==> src/rtl/septet_rx_pkg.sv <==
package septet_rx_pkg;

  // level the framing lane should show at a given serial position
  function automatic logic clk_level_expected(input int pos, input int high_bits);
    return pos < high_bits;
  endfunction

  // word index fed by a lane at a serial position
  function automatic int bit_slot(input int lane, input int pos, input int slot_bits);
    return lane * slot_bits + pos;
  endfunction

  // strobe is high over the later part of the frame
  function automatic logic in_strobe_window(input int pos, input int slot_bits);
    return (pos >= slot_bits / 2) && (pos < slot_bits);
  endfunction

endpackage

==> src/rtl/septet_frame_track.sv <==
module septet_frame_track #(
  parameter int SLOT_BITS  = 7,
  parameter int CLK_HIGH   = 4,
  parameter int LOSS_LIMIT = 14,
  parameter int POS_W      = $clog2(SLOT_BITS + 1)
) (
  input  logic             clk,
  input  logic             rst_n,
  input  logic             fc_in,
  output logic             start,
  output logic [POS_W-1:0] pos_now,
  output logic             frame_good,
  output logic             frame_bad,
  output logic             loss
);
  import septet_rx_pkg::*;

  localparam int QW = $clog2(LOSS_LIMIT + 1);
  localparam logic [POS_W-1:0] POS_LAST = POS_W'(SLOT_BITS - 1);
  localparam logic [POS_W-1:0] POS_OVER = POS_W'(SLOT_BITS);
  localparam logic [QW-1:0]    Q_MAX    = QW'(LOSS_LIMIT);
  localparam logic [QW-1:0]    Q_TRIP   = QW'(LOSS_LIMIT - 1);

  logic             fc_q, ok_q, ok_now, change;
  logic [POS_W-1:0] pos_q;
  logic [QW-1:0]    quiet_q;

  always_comb begin
    change = fc_in ^ fc_q;
    start  = fc_in & ~fc_q;
    if (start)                 pos_now = '0;
    else if (pos_q == POS_OVER) pos_now = POS_OVER;
    else                       pos_now = pos_q + POS_W'(1);
    ok_now = (start | ok_q) & (pos_now != POS_OVER)
           & (fc_in == clk_level_expected(int'(pos_now), CLK_HIGH));
    frame_good = (pos_now == POS_LAST) & ok_now;
    frame_bad  = start ? ~((pos_q == POS_LAST) & ok_q) : (pos_q == POS_LAST);
    loss       = ~change & (quiet_q == Q_TRIP);
  end

  always_ff @(posedge clk) begin
    if (!rst_n) begin
      fc_q    <= 1'b0;
      pos_q   <= POS_OVER;
      ok_q    <= 1'b0;
      quiet_q <= '0;
    end else begin
      fc_q  <= fc_in;
      pos_q <= pos_now;
      ok_q  <= ok_now;
      if (change)                quiet_q <= '0;
      else if (quiet_q != Q_MAX) quiet_q <= quiet_q + QW'(1);
    end
  end


  loss_pulse_chk: assert property (@(posedge clk) disable iff (!rst_n)
    loss |=> !loss);


  good_bad_excl_chk: assert property (@(posedge clk) disable iff (!rst_n)
    frame_good |-> !frame_bad);

endmodule

==> src/rtl/septet_lane_collect.sv <==
module septet_lane_collect #(
  parameter int LANES     = 4,
  parameter int SLOT_BITS = 7,
  parameter int POS_W     = $clog2(SLOT_BITS + 1),
  parameter int WORD_W    = LANES * SLOT_BITS
) (
  input  logic              clk,
  input  logic              rst_n,
  input  logic [LANES-1:0]  din,
  input  logic [POS_W-1:0]  pos_now,
  output logic [WORD_W-1:0] word_now
);
  import septet_rx_pkg::*;

  logic [WORD_W-1:0] gather_q;

  always_ff @(posedge clk) begin
    if (!rst_n) begin
      gather_q <= '0;
    end else if (int'(pos_now) < SLOT_BITS) begin
      for (int ln = 0; ln < LANES; ln++)
        gather_q[bit_slot(ln, int'(pos_now), SLOT_BITS)] <= din[ln];
    end
  end

  // last position is taken straight from the lanes so the word is whole
  always_comb begin
    word_now = gather_q;
    for (int ln = 0; ln < LANES; ln++)
      word_now[bit_slot(ln, SLOT_BITS - 1, SLOT_BITS)] = din[ln];
  end

endmodule

==> src/rtl/septet_lock_qual.sv <==
module septet_lock_qual #(
  parameter int LOCK_FRAMES = 2
) (
  input  logic clk,
  input  logic rst_n,
  input  logic pd_n,
  input  logic frame_good,
  input  logic frame_bad,
  input  logic loss,
  output logic locked
);
  localparam int CW = $clog2(LOCK_FRAMES + 1);
  localparam logic [CW-1:0] CNT_FULL = CW'(LOCK_FRAMES);
  localparam logic [CW-1:0] CNT_ARM  = CW'(LOCK_FRAMES - 1);

  logic [CW-1:0] run_q;

  always_ff @(posedge clk) begin
    if (!rst_n) begin
      run_q  <= '0;
      locked <= 1'b0;
    end else begin
      if (!pd_n || loss || frame_bad)           run_q <= '0;
      else if (frame_good && run_q != CNT_FULL) run_q <= run_q + CW'(1);
      if (!pd_n || loss)                        locked <= 1'b0;
      else if (frame_good && run_q == CNT_ARM)  locked <= 1'b1;
    end
  end


  lock_rise_chk: assert property (@(posedge clk) disable iff (!rst_n)
    $rose(locked) |-> $past(frame_good));

endmodule

==> src/rtl/septet_lane_rx.sv <==
module septet_lane_rx #(
  parameter int LANES       = 4,
  parameter int SLOT_BITS   = 7,
  parameter int CLK_HIGH    = 4,
  parameter int LOSS_LIMIT  = 14,
  parameter int LOCK_FRAMES = 2
) (
  input  logic                       clk,
  input  logic                       rst_n,
  input  logic                       pd_n,
  input  logic                       fc_in,
  input  logic [LANES-1:0]           din,
  output logic [LANES*SLOT_BITS-1:0] word_out,
  output logic                       strobe_out,
  output logic                       locked
);
  import septet_rx_pkg::*;

  localparam int WORD_W = LANES * SLOT_BITS;
  localparam int POS_W  = $clog2(SLOT_BITS + 1);

  logic             start, frame_good, frame_bad, loss, flush;
  logic [POS_W-1:0] pos_now;
  logic [WORD_W-1:0] word_now, stage_a, stage_b;
  logic             va, vb;

  septet_frame_track #(
    .SLOT_BITS(SLOT_BITS), .CLK_HIGH(CLK_HIGH),
    .LOSS_LIMIT(LOSS_LIMIT), .POS_W(POS_W)
  ) u_track (
    .clk(clk), .rst_n(rst_n), .fc_in(fc_in), .start(start),
    .pos_now(pos_now), .frame_good(frame_good),
    .frame_bad(frame_bad), .loss(loss)
  );

  septet_lane_collect #(
    .LANES(LANES), .SLOT_BITS(SLOT_BITS), .POS_W(POS_W), .WORD_W(WORD_W)
  ) u_collect (
    .clk(clk), .rst_n(rst_n), .din(din), .pos_now(pos_now),
    .word_now(word_now)
  );

  septet_lock_qual #(.LOCK_FRAMES(LOCK_FRAMES)) u_lock (
    .clk(clk), .rst_n(rst_n), .pd_n(pd_n), .frame_good(frame_good),
    .frame_bad(frame_bad), .loss(loss), .locked(locked)
  );

  assign flush = !pd_n || loss || frame_bad;

  // two-deep word stage: the word leaves at the frame start two frames on
  always_ff @(posedge clk) begin
    if (!rst_n) begin
      stage_a <= '0;
      stage_b <= '0;
      va      <= 1'b0;
      vb      <= 1'b0;
    end else if (flush) begin
      va <= 1'b0;
      vb <= 1'b0;
    end else if (frame_good) begin
      stage_a <= word_now;
      stage_b <= stage_a;
      va      <= 1'b1;
      vb      <= va;
    end
  end

  always_ff @(posedge clk) begin
    if (!rst_n) begin
      word_out   <= '0;
      strobe_out <= 1'b0;
    end else begin
      if (!pd_n)                   word_out <= '0;
      else if (start && locked && vb) word_out <= stage_b;
      strobe_out <= pd_n && locked && !loss
                    && in_strobe_window(int'(pos_now), SLOT_BITS);
    end
  end


  pd_low_chk: assert property (@(posedge clk) disable iff (!rst_n)
    !pd_n |=> (word_out == '0 && !strobe_out && !locked));


  strobe_lock_chk: assert property (@(posedge clk) disable iff (!rst_n)
    !locked |=> !strobe_out);


  word_hold_chk: assert property (@(posedge clk) disable iff (!rst_n)
    (pd_n && !(start && locked)) |=> $stable(word_out));

endmodule

==> config.mk <==
export PLATFORM = sky130hd
export DESIGN_NAME = septet_lane_rx
export DESIGN_NICKNAME = d
export VERILOG_FILES = /design/src/rtl/septet_rx_pkg.sv /design/src/rtl/septet_frame_track.sv /design/src/rtl/septet_lane_collect.sv /design/src/rtl/septet_lock_qual.sv /design/src/rtl/septet_lane_rx.sv
export SDC_FILE = /design/constraint.sdc
export NUM_CORES = 1
export LEC_CHECK = 0
export ABC_AREA = 1
export BUFFER_PORTS_ARGS = -buffer_cell sky130_fd_sc_hd__buf_2
export CELL_PAD_IN_SITES_DETAIL_PLACEMENT = 0
export CELL_PAD_IN_SITES_GLOBAL_PLACEMENT = 2
export CORE_UTILIZATION = 35
export CTS_CLUSTER_DIAMETER = 120
export DETAILED_ROUTE_END_ITERATION = 6
export PLACE_DENSITY_LB_ADDON = 0.1
export SYNTH_ARGS = -nofsm -noshare
export SYNTH_HDL_FRONTEND = slang
export SYNTH_SLANG_ARGS = --single-unit
==> constraint.sdc <==
create_clock -name clk -period 3.2 [get_ports clk]
set_input_delay 0.16 -clock clk [delete_from_list [all_inputs] [get_ports clk]]
set_output_delay 0.16 -clock clk [all_outputs]
set_load 0.02 [all_outputs]
==> run summary, run 1 <==
Status: complete, no violations
Final Setup Violations: 0
Tcrit/Tclk final: 88.6%
Row cnt: 44
Least-Margin Pin Slew: 0.967 ns
CTS tree: built
Arr. time, crit path: 3.12 ns
Resized cells post-CTS: 0
Mapped Nets: 746
YS warnings: 0
Routability Congestion: 0.879
Reg2reg setup slack: 0.37 ns
Flop pwr share: 40.6%
PortBufs: 37
Clock Latency Late Sink: 0.42 ns
Lkg Pwr: 2.47 nW
Fmax: 353 MHz
Ant diodes: 0
FF-to-FF End: stage_b[17]
Largest net degree at the start of global routing: 55
Slowest CP cell: dlygate4sd3_1
Mapped Area: 5300 µm²
Vias in the first global route: 4,433
Slew Limit Fails: 0
Bufs on Longest Clock Path: 2
Tmin final: 2.84 ns
H-tree Lvls: 4
CP max stage delay: 0.52 ns
Most frequent cells in the layout: 208 x nand2_1, 123 x dfxtp_1, 99 x a21oi_1
Layout area overhead: 16.2%
WL final: 13,400 µm
Hold buffer count at cts: 1
Routed vias: 4,664
P_sw: 1.05 mW
Num CTS Buffers: 17
Remaining global-route overflow: 0
Netlist cell types: 34
HPWL after DPL: 9130 µm
Antenna violations before repair: 0
Final ANT Viol Nets: 0
Comb pwr share: 10.3%
Initial core utilization: 36.2%
Global-route wire length before repair: 22,700 µm
Worst Min Path Start: din[1]
Via density: 4.91
GRT Overall Usage: 18.3%
Tot Pwr: 3.97 mW
Final core utilization: 42.1%
Worst r2r src: u_track.pos_q[0]
Sink Count: 123
Yosys reg bits: 123
Drc violations: 0
Area contributors post-synth: dfxtp_1 46%, nand2_1 15%, a21oi_1 9.3%, nand3_1 8.0%, nor2_1 3.9%
Clk root buf: clkbuf_16
Power Density: 644 nW/µm²
TNS Setup: 0 ns
Worst Setup Path Type: in -> reg
Switching Fraction: 26.5%
Placed instance count: 916
CTS clk-pin slew, worst paths: 0.06 ns
Mean Syn Cell Area: 7.33 µm²
Peak VDD IR: 0.370 mV
Max-cap violations: 0
RSZ-0062 raised after global routing: false
Fin. Hold Viols: 0
Die width: 125 µm
Crit path launch type: input pin
Nets: 774
Pre-antenna DRT Iters: 6
Clk_skew: 0.00755 ns
Fraction of layout cells with a size suffix above 1: 11.6%
Critical Path RT: 3.49 ns
Filler Cell Count: 1,561
Sequential area share after synthesis: 46.4%
Final cell count without fillers: 949
IO Count: 38
Synth area leader: dfxtp_1
HP Class: in -> reg
Full die area: 15,700 µm²
Clock power share: 49.1%
Mapped Cells: 724
DIE HEIGHT: 125 µm
Pint: 2.91 mW
CP endpoint kind: register
DR iter-0 viols: 274
Hold_ws: 0.0909 ns
Fraction of registers with async set/reset: 0%
Prevailing post-synth register cell: dfxtp_1
Crit path cell chain: dlygate4sd3_1, buf_2, ha_1, a21oi_1, nand2_2, clkinv_2, ha_1, nor2_1, nand4_4, inv_4, nand2_4, nand2_1, a21oi_1
Post-synth EDFFs: 0
Hold Path Depth: 3
Commonest non-fill, non-tap cell in the layout: nand2_1
Worst slew margin: 35.4%
Hold EP: stage_a[13]
Routed WL per cell: 14.1 µm
Core box area: 14,600 µm²
Post-CTS setup buffer count: 0
Worst Reg-to-Reg Cells: 12
CP max FO: 54
Post-synth top area share: 46.4%
power groups by stage:
stage | logic [mW] | registers (mW) | clock network [mW]
finish | 0.409 | 1.61 | 1.95
global placement | 0.403 | 1.64 | 0
global route | 0.472 | 1.61 | 2.06
floorplan | 0.304 | 1.63 | 0
CTS | 0.410 | 1.61 | 1.99
detailed placement | 0.406 | 1.64 | 0
area by class of cell:
class	instances	area, µm²	share of cell area [%]
clock inverters	14	171	2.78
repair buffers	48	270	4.39
multi-input cells	512	2410	39.1
inverters	50	191	3.11
well taps	184	230	3.74
clock buffers	18	429	6.96
flip-flops and latches	123	2460	40.0
routing by layer:
layer	track usage, %	vias up	part of all wire (%)
met1	25.8	2142	53
met5	0	-	0
met3	3.89	19	3.2
met4	8.25	0	1.8
li1	-	2421	-
met2	26.8	82	42
worst max path at each step:
stage	slack, ns	cells past startpoint	from	end
after global routing	0.07	12	u_track.pos_q[0]	stage_b[26]
final	0.36	13	fc_in	stage_b[17]
after floorplan	0.97	14	u_track.pos_q[0]	u_collect.gather_q[19]
after global placement	0.53	12	u_track.pos_q[0]	stage_a[10]
after detailed placement	0.42	12	u_track.pos_q[0]	stage_b[19]
after CTS	0.40	13	fc_in	stage_b[22]
registers in the layout (all words and copies together), names as in the netlist:
signal / count
stage_a: 28
stage_b: 28
strobe_out: 1
u_collect.gather_q: 24
u_lock.locked: 1
u_lock.run_q: 2
u_track.fc_q: 1
u_track.ok_q: 1
u_track.pos_q: 3
u_track.quiet_q: 4
va: 1
vb: 1
word_out: 28
critical path, delay by kind of cell:
family,cells,cell delay [ns]
buffers and inverters,4,1.01
and+or+nand+nor,5,1.05
adders and majority gates,2,0.57
AOI/OAI and AO/OA,2,0.28
cell usage after synthesis (2+ instances only):
cell      instances
dfxtp_1         123
ha_1             14
inv_2             2
buf_4             2
clkbuf_1         18
nand3_1          85
nand2_1         208
buf_6            11
nor2_1           55
a211oi_1          2
nand4_1           7
inv_1            45
nor3_1            2
buf_1             3
o21ai_0          25
or2_2             2
buf_2             5
a21oi_1          99
cells by family after synthesis:
| group | count (synthesis) | synth area share, % |
|---|---|---|
| AO/OA/AOI/OAI | 133 | 13.1 |
| XOR/XNOR | 1 | 0.165 |
| adder cells (fa/ha/maj) | 14 | 3.30 |
| buffers and inverters | 89 | 8.19 |
| flip-flops | 123 | 46.4 |
| AND/OR/NAND/NOR | 364 | 28.9 |
per-stage QoR:
step	area (µm²)	setup slack (ns)
finish	6160	0.365
floorplan	5300	0.966
detailed placement	5550	0.422
CTS	6160	0.404
global route	6160	0.0726
global placement	5550	0.531
(Power assumes the default switching activity.)
==> run 2: changes to the inputs <==
--- a/config.mk
+++ b/config.mk
@@ -8,5 +8,5 @@
 export ABC_AREA = 1
 export BUFFER_PORTS_ARGS = -buffer_cell sky130_fd_sc_hd__buf_2
-export CELL_PAD_IN_SITES_DETAIL_PLACEMENT = 0
+export CELL_PAD_IN_SITES_DETAIL_PLACEMENT = 1
 export CELL_PAD_IN_SITES_GLOBAL_PLACEMENT = 2
 export CORE_UTILIZATION = 35
==> constraint.sdc (replaced) <==
create_clock -name clk -period 3.2 [get_ports clk]
set_input_delay 0.48 -clock clk [delete_from_list [all_inputs] [get_ports clk]]
set_output_delay 0.48 -clock clk [all_outputs]
set_load 0.02 [all_outputs]
==> run 2 against run 1 <==
Against the previous run:
- wire length increased by 5.9%
- flip-flop and latch count unchanged
- setup slack improved by 0.048 ns
- first-iteration DRC count down 16%
- sequential share of layout area increased by 0.057 points
- global-route usage increased by 1.2 points
- largest power group unchanged
- design area shrank 0.14%
==> run summary, run 2 (synthesis gave the netlist of run 1 again) <==
Worst slew margin: 36.9% (+1.6 points)
Layout area overhead: 16.0%
CP max stage delay: 0.46 ns (-0.06 ns)
Routed vias: 4,706 (+0.90%)
CTS clk-pin slew, worst paths: 0.06 ns (about the same)
Reg2reg setup slack: 0.41 ns (+0.04 ns)
Crit path launch type: register
Hold EP: u_track.fc_q
Fraction of layout cells with a size suffix above 1: 11.5% (-0.10 points)
Core box area: 14,600 µm² (unchanged)
CP max FO: 54 (unchanged)
Die width: 125 µm (unchanged)
Lkg Pwr: 2.47 nW (+0.16%)
Via density: 4.97 (+1.1%)
GRT Overall Usage: 19.5% (+1.2 points)
CTS tree: built
CP endpoint kind: register
Antenna violations before repair: 0 (unchanged)
Num CTS Buffers: 17 (unchanged)
Tmin final: 2.79 ns (-0.0481 ns)
Worst Reg-to-Reg Cells: 12 (unchanged)
Final Setup Violations: 0 (unchanged)
Resized cells post-CTS: 0 (unchanged)
Bufs on Longest Clock Path: 2 (unchanged)
Max-cap violations: 0 (unchanged)
WL final: 14,200 µm (+5.9%)
Routability Congestion: 0.904 (+2.9%)
Worst Setup Path Type: reg -> reg
TNS Setup: 0 ns (unchanged)
Vias in the first global route: 4,671 (+5.4%)
Largest net degree at the start of global routing: 62 (+13%)
Filler Cell Count: 1,824 (+17%)
Crit path cell chain: inv_1, ha_1, a21oi_1, nand2_2, clkinv_2, ha_1, nor2_1, nand4_4, inv_4, nand2_4, nand2_1, a21oi_1
HP Class: in -> reg
Hold buffer count at cts: 0 (-1)
Global-route wire length before repair: 24,300 µm (+7.3%)
Clk root buf: clkbuf_16
Final cell count without fillers: 947 (-0.21%)
DR iter-0 viols: 230 (-16%)
Slew Limit Fails: 0 (unchanged)
Full die area: 15,700 µm² (unchanged)
Drc violations: 0 (unchanged)
Hold Path Depth: 3 (unchanged)
Status: complete, no violations
Commonest non-fill, non-tap cell in the layout: nand2_1
Register Area: 2460 µm² (unchanged)
Nets: 773 (-0.13%)
IO Count: 38 (unchanged)
Row cnt: 44 (unchanged)
HPWL after DPL: 9560 µm (+4.7%)
Tcrit/Tclk final: 87.1% (-1.5 points)
Fmax: 359 MHz (+1.7%)
Clock Latency Late Sink: 0.42 ns (about the same)
Hold_ws: 0.301 ns (+0.210 ns)
H-tree Lvls: 4 (unchanged)
Placed instance count: 916 (unchanged)
Clk_skew: 0.0124 ns (+0.00482 ns)
Most frequent cells in the layout: 208 x nand2_1, 123 x dfxtp_1, 99 x a21oi_1
Power Density: 636 nW/µm² (-1.2%)
Critical Path RT: 3.54 ns (+0.05 ns)
Multi-input logic area: 2410 µm² (unchanged)
Regs by FF count: stage_a (28), stage_b (28), word_out (28)
Worst r2r src: u_track.pos_q[0]
PortBufs: 37 (unchanged)
Sink Count: 123 (unchanged)
Final ANT Viol Nets: 0 (unchanged)
RSZ-0062 raised after global routing: false
Initial core utilization: 36.2% (unchanged)
FF-to-FF End: stage_a[14]
Fin. Hold Viols: 0 (unchanged)
Worst Slack Setup Final: 0.413 ns (+0.0481 ns)
Slowest CP cell: a21oi_1
Worst Min Path Start: fc_in
Routed WL per cell: 15.0 µm (+6.1%)
Remaining global-route overflow: 0 (unchanged)
Least-Margin Pin Slew: 0.944 ns (-0.0236 ns)
Peak VDD IR: 0.368 mV (-0.44%)
Pre-antenna DRT Iters: 6 (unchanged)
DP Worst Slack: 0.286 ns (-0.136 ns)
Post-CTS setup buffer count: 0 (unchanged)
Arr. time, crit path: 3.13 ns (about the same)
Ant diodes: 0 (unchanged)
DIE HEIGHT: 125 µm (unchanged)
==> run 2: how the worst max path moves through the flow <==
stage / start / endpoint / slack, ns
6_report: u_track.pos_q[0] / stage_a[14] / 0.41
5_1_grt: u_track.pos_q[0] / stage_a[15] / 0.11
4_1_cts: u_track.pos_q[0] / stage_a[14] / 0.39
3_5_place_dp: fc_in / stage_a[14] / 0.29
3_3_place_gp: fc_in / stage_b[7] / 0.48
2_1_floorplan: fc_in / u_collect.gather_q[3] / 0.93
==> run 2: metal layers <==
metal / global-route usage, % / share of wire [%] / vias up
met4: 7.39 / 1.5 / 0
met3: 4.45 / 2.7 / 17
met2: 29.1 / 43 / 73
met1: 27.4 / 53 / 2196
met5: 0 / 0 / -
li1: - / - / 2420
==> run 2: per-stage QoR <==
| stage | cell area (µm²) | total power [mW] | util, % |
|---|---|---|---|
| final | 6150 | 3.91 | 42.0 |
| after global routing | 6150 | 4.10 | 42.0 |
| after CTS | 6150 | 3.95 | 42.0 |
| after detailed placement | 5580 | 2.06 | 38.1 |
| after global placement | 5580 | 2.05 | 38.1 |
| after floorplan | 5300 | 1.93 | - |
==> run 2: layout make-up <==
type	count	share of cell area, %
sequential	123	40.0
multi-input combinational	512	39.1
clock buffer	20	7.42
timing repair buffer	47	4.64
tap	184	3.74
inverter	50	3.11
clock inverter	11	1.95
==> run 2: report_power, final <==
group	internal (mW)	switching (mW)	total, mW
clock network	1.18	0.703	1.88
registers	1.58	0.0305	1.61
logic	0.118	0.304	0.422
total	2.87	1.04	3.91
==> run 2: worst max-delay path: cells and delay by family, from the launching register on <==
kind / cells / cell delay, ns
AOI/OAI and AO/OA: 2 / 0.63
adders and majority gates: 2 / 0.51
buffers and inverters: 3 / 0.29
DFF: 1 / 0.37
and+or+nand+nor: 5 / 0.88
==> run 3: changes to the inputs <==
--- a/config.mk
+++ b/config.mk
@@ -10,5 +10,5 @@
 export CELL_PAD_IN_SITES_DETAIL_PLACEMENT = 1
 export CELL_PAD_IN_SITES_GLOBAL_PLACEMENT = 2
-export CORE_UTILIZATION = 35
+export CORE_UTILIZATION = 37
 export CTS_CLUSTER_DIAMETER = 120
 export DETAILED_ROUTE_END_ITERATION = 6
==> constraint.sdc (replaced) <==
create_clock -name clk -period 3.6 [get_ports clk]
set_input_delay 0.72 -clock clk [delete_from_list [all_inputs] [get_ports clk]]
set_output_delay 0.72 -clock clk [all_outputs]
set_load 0.02 [all_outputs]
==> run 3 against run 2 <==
Against the previous run:
- design area is 0.47% lower
- non-clock buffer count is 2 lower
- worst hold slack better by 0.15 ns
- cell count is 0.53% lower
- critical endpoint is now stage_b[13]
- highest routed layer unchanged
==> run summary, run 3 (synthesis gave the netlist of run 1 again) <==
DR iter-0 viols: 197 (-14%)
Num CTS Buffers: 17 (unchanged)
CTS clk-pin slew, worst paths: 0.06 ns (about the same)
Worst r2r src: u_track.pos_q[0]
Peak VDD IR: 0.287 mV (-22%)
Power Density: 566 nW/µm² (-11%)
Flop pwr share: 41.3% (+0.2 points)
Remaining global-route overflow: 0 (unchanged)
CTS tree: built
Post-CTS setup buffer count: 0 (unchanged)
Slowest CP cell: a21oi_1
Bufs on Longest Clock Path: 2 (unchanged)
Area post-placement: 5540 µm² (-0.58%)
Bufs and invs on worst path: 3 (unchanged)
Register Area: 2460 µm² (unchanged)
Final ANT Viol Nets: 0 (unchanged)
Final Setup Violations: 0 (unchanged)
Status: complete, no violations
Largest net degree at the start of global routing: 61 (-1.6%)
Routed vias: 4,736 (+0.64%)
GRT Overall Usage: 20.2% (+0.70 points)
Layout area overhead: 15.5%
CP max stage delay: 0.48 ns (+0.02 ns)
Initial core utilization: 38.1% (+1.8 points)
FF-to-FF End: stage_b[13]
Slew Limit Fails: 0 (unchanged)
IO Count: 38 (unchanged)
PortBufs: 37 (unchanged)
Critical Path RT: 3.94 ns (+0.40 ns)
CP endpoint kind: register
Clock power share: 48.3% (+0.2 points)
Routed WL per cell: 14.7 µm (-2.1%)
Worst Slack Setup Final: 0.758 ns (+0.345 ns)
DP Worst Slack: 0.416 ns (+0.130 ns)
Fmax: 352 MHz (-1.9%)
TNS Setup: 0 ns (unchanged)
Drc violations: 0 (unchanged)
Global-route wire length before repair: 23,400 µm (-3.8%)
RSZ-0062 raised after global routing: false
WL final: 13,800 µm (-2.6%)
Crit path cell chain: inv_1, ha_1, a21oi_1, nand2_2, clkinv_2, ha_1, nor2_1, nand4_4, inv_4, nand2_4, nand2_1, a21oi_1
Resized cells post-CTS: 0 (unchanged)
Clk_skew: 0.00830 ns (-0.00407 ns)
Tcrit/Tclk final: 78.9% (-8.2 points)
Nets: 771 (-0.26%)
Comb pwr share: 10.4% (-0.4 points)
Lkg Pwr: 2.46 nW (-0.42%)
Core box area: 13,900 µm² (-4.8%)
Worst Min Path Start: u_collect.gather_q[25]
Antenna violations before repair: 0 (unchanged)
Most frequent cells in the layout: 208 x nand2_1, 123 x dfxtp_1, 99 x a21oi_1
Hold Path Depth: 2 (-1)
Sink Count: 123 (unchanged)
Commonest non-fill, non-tap cell in the layout: nand2_1
Via density: 5.03 (+1.2%)
Tmin final: 2.84 ns (+0.0548 ns)
Max-cap violations: 0 (unchanged)
Multi-input logic area: 2410 µm² (unchanged)
Regs by FF count: stage_a (28), stage_b (28), word_out (28)
Crit-path leading delay family: simple AND/OR/NAND/NOR gates
Reg2reg setup slack: 0.76 ns (+0.35 ns)
Row cnt: 43 (-2.3%)
Final Instance Area: 6120 µm² (-0.47%)
Pre-antenna DRT Iters: 4 (-2)
HPWL after DPL: 9430 µm (-1.4%)
Worst Setup Path Type: reg -> reg
H-tree Lvls: 4 (unchanged)
Full die area: 14,800 µm² (-5.3%)
Die width: 122 µm (-2.7%)
Hold buffer count at cts: 0 (unchanged)
Clock Latency Late Sink: 0.42 ns (about the same)
Fraction of layout cells with a size suffix above 1: 11.2% (-0.38 points)
Switching Fraction: 26.3% (-0.23 points)
Filler Cell Count: 1,763 (-3.3%)
Pint: 2.56 mW (-11%)
Fin. Hold Viols: 0 (unchanged)
CP max FO: 54 (unchanged)
Routability Congestion: 0.866 (-4.2%)
DIE HEIGHT: 122 µm (-2.7%)
HP Class: reg -> reg
Crit path launch type: register
Vias in the first global route: 4,701 (+0.64%)
Worst slew margin: 38.1% (+1.1 points)
P_sw: 912 µW (-12%)
Clk root buf: clkbuf_16
Arr. time, crit path: 3.19 ns (+0.06 ns)
Least-Margin Pin Slew: 0.926 ns (-0.0172 ns)
Hold EP: u_collect.gather_q[25]
Worst Reg-to-Reg Cells: 12 (unchanged)
Ant diodes: 0 (unchanged)
run 3: changes by cell type in the layout (fill, tap and decap cells not counted):
cell        previous run  this run
clkbuf_1               1         3
buf_4                  8         7
clkinv_2               5         4
clkinv_4               1         2
clkinvlp_4             3         2
buf_12                 2         1
run 3: cell type report:
| type | count | area share, % |
|---|---|---|
| inverters | 50 | 3.13 |
| multi-input cells | 512 | 39.3 |
| well taps | 180 | 3.68 |
| clock buffers | 22 | 7.58 |
| repair buffers | 45 | 4.21 |
| flip-flops and latches | 123 | 40.2 |
| clock inverters | 10 | 1.90 |
run 3: power groups by stage:
stage               logic, mW  registers [mW]  clock network [mW]
finish                  0.361            1.43                1.68
global route            0.413            1.43                1.77
CTS                     0.365            1.43                1.72
detailed placement      0.361            1.46                   0
global placement        0.352            1.46                   0
floorplan               0.270            1.45                   0
run 3: worst max-delay path by stage:
stage / from / depth (start not counted) / end
2_1_floorplan: fc_in / 12 / u_collect.gather_q[3]
3_3_place_gp: fc_in / 12 / u_collect.gather_q[16]
3_5_place_dp: fc_in / 12 / stage_b[4]
4_1_cts: u_track.pos_q[0] / 12 / stage_b[1]
5_1_grt: u_track.pos_q[0] / 12 / stage_a[21]
6_report: u_track.pos_q[0] / 12 / stage_b[13]
run 3: metal layers:
layer / share of wire [%] / vias to the layer above / wire length (µm) / global-route usage [%]
li1: - / 2418 / - / -
met1: 51 / 2229 / 7010 / 27.3
met2: 45 / 73 / 6190 / 31.7
met3: 3.2 / 16 / 445 / 4.40
met4: 1.2 / 0 / 160 / 7.18
met5: 0 / - / 0 / 0
run 3: tightest hold or removal path, delay by kind of cell, from the launching register on:
family / cells / cell delay, ns
DFF: 1 / 0.31
buffers and inverters: 1 / 0.05
AOI/OAI and AO/OA: 1 / 0.05
run 3: metrics by stage:
step | util [%] | total power [mW] | std cells | hold slack, ns
6_report | 44.0 | 3.47 | 942 | 0.450
5_1_grt | 44.0 | 3.62 | 942 | 0.473
4_1_cts | 44.0 | 3.51 | 942 | 0.455
3_5_place_dp | 39.8 | 1.82 | 910 | 0.447
3_3_place_gp | 39.8 | 1.81 | 910 | 0.446
2_1_floorplan | - | 1.72 | 724 | 0.425
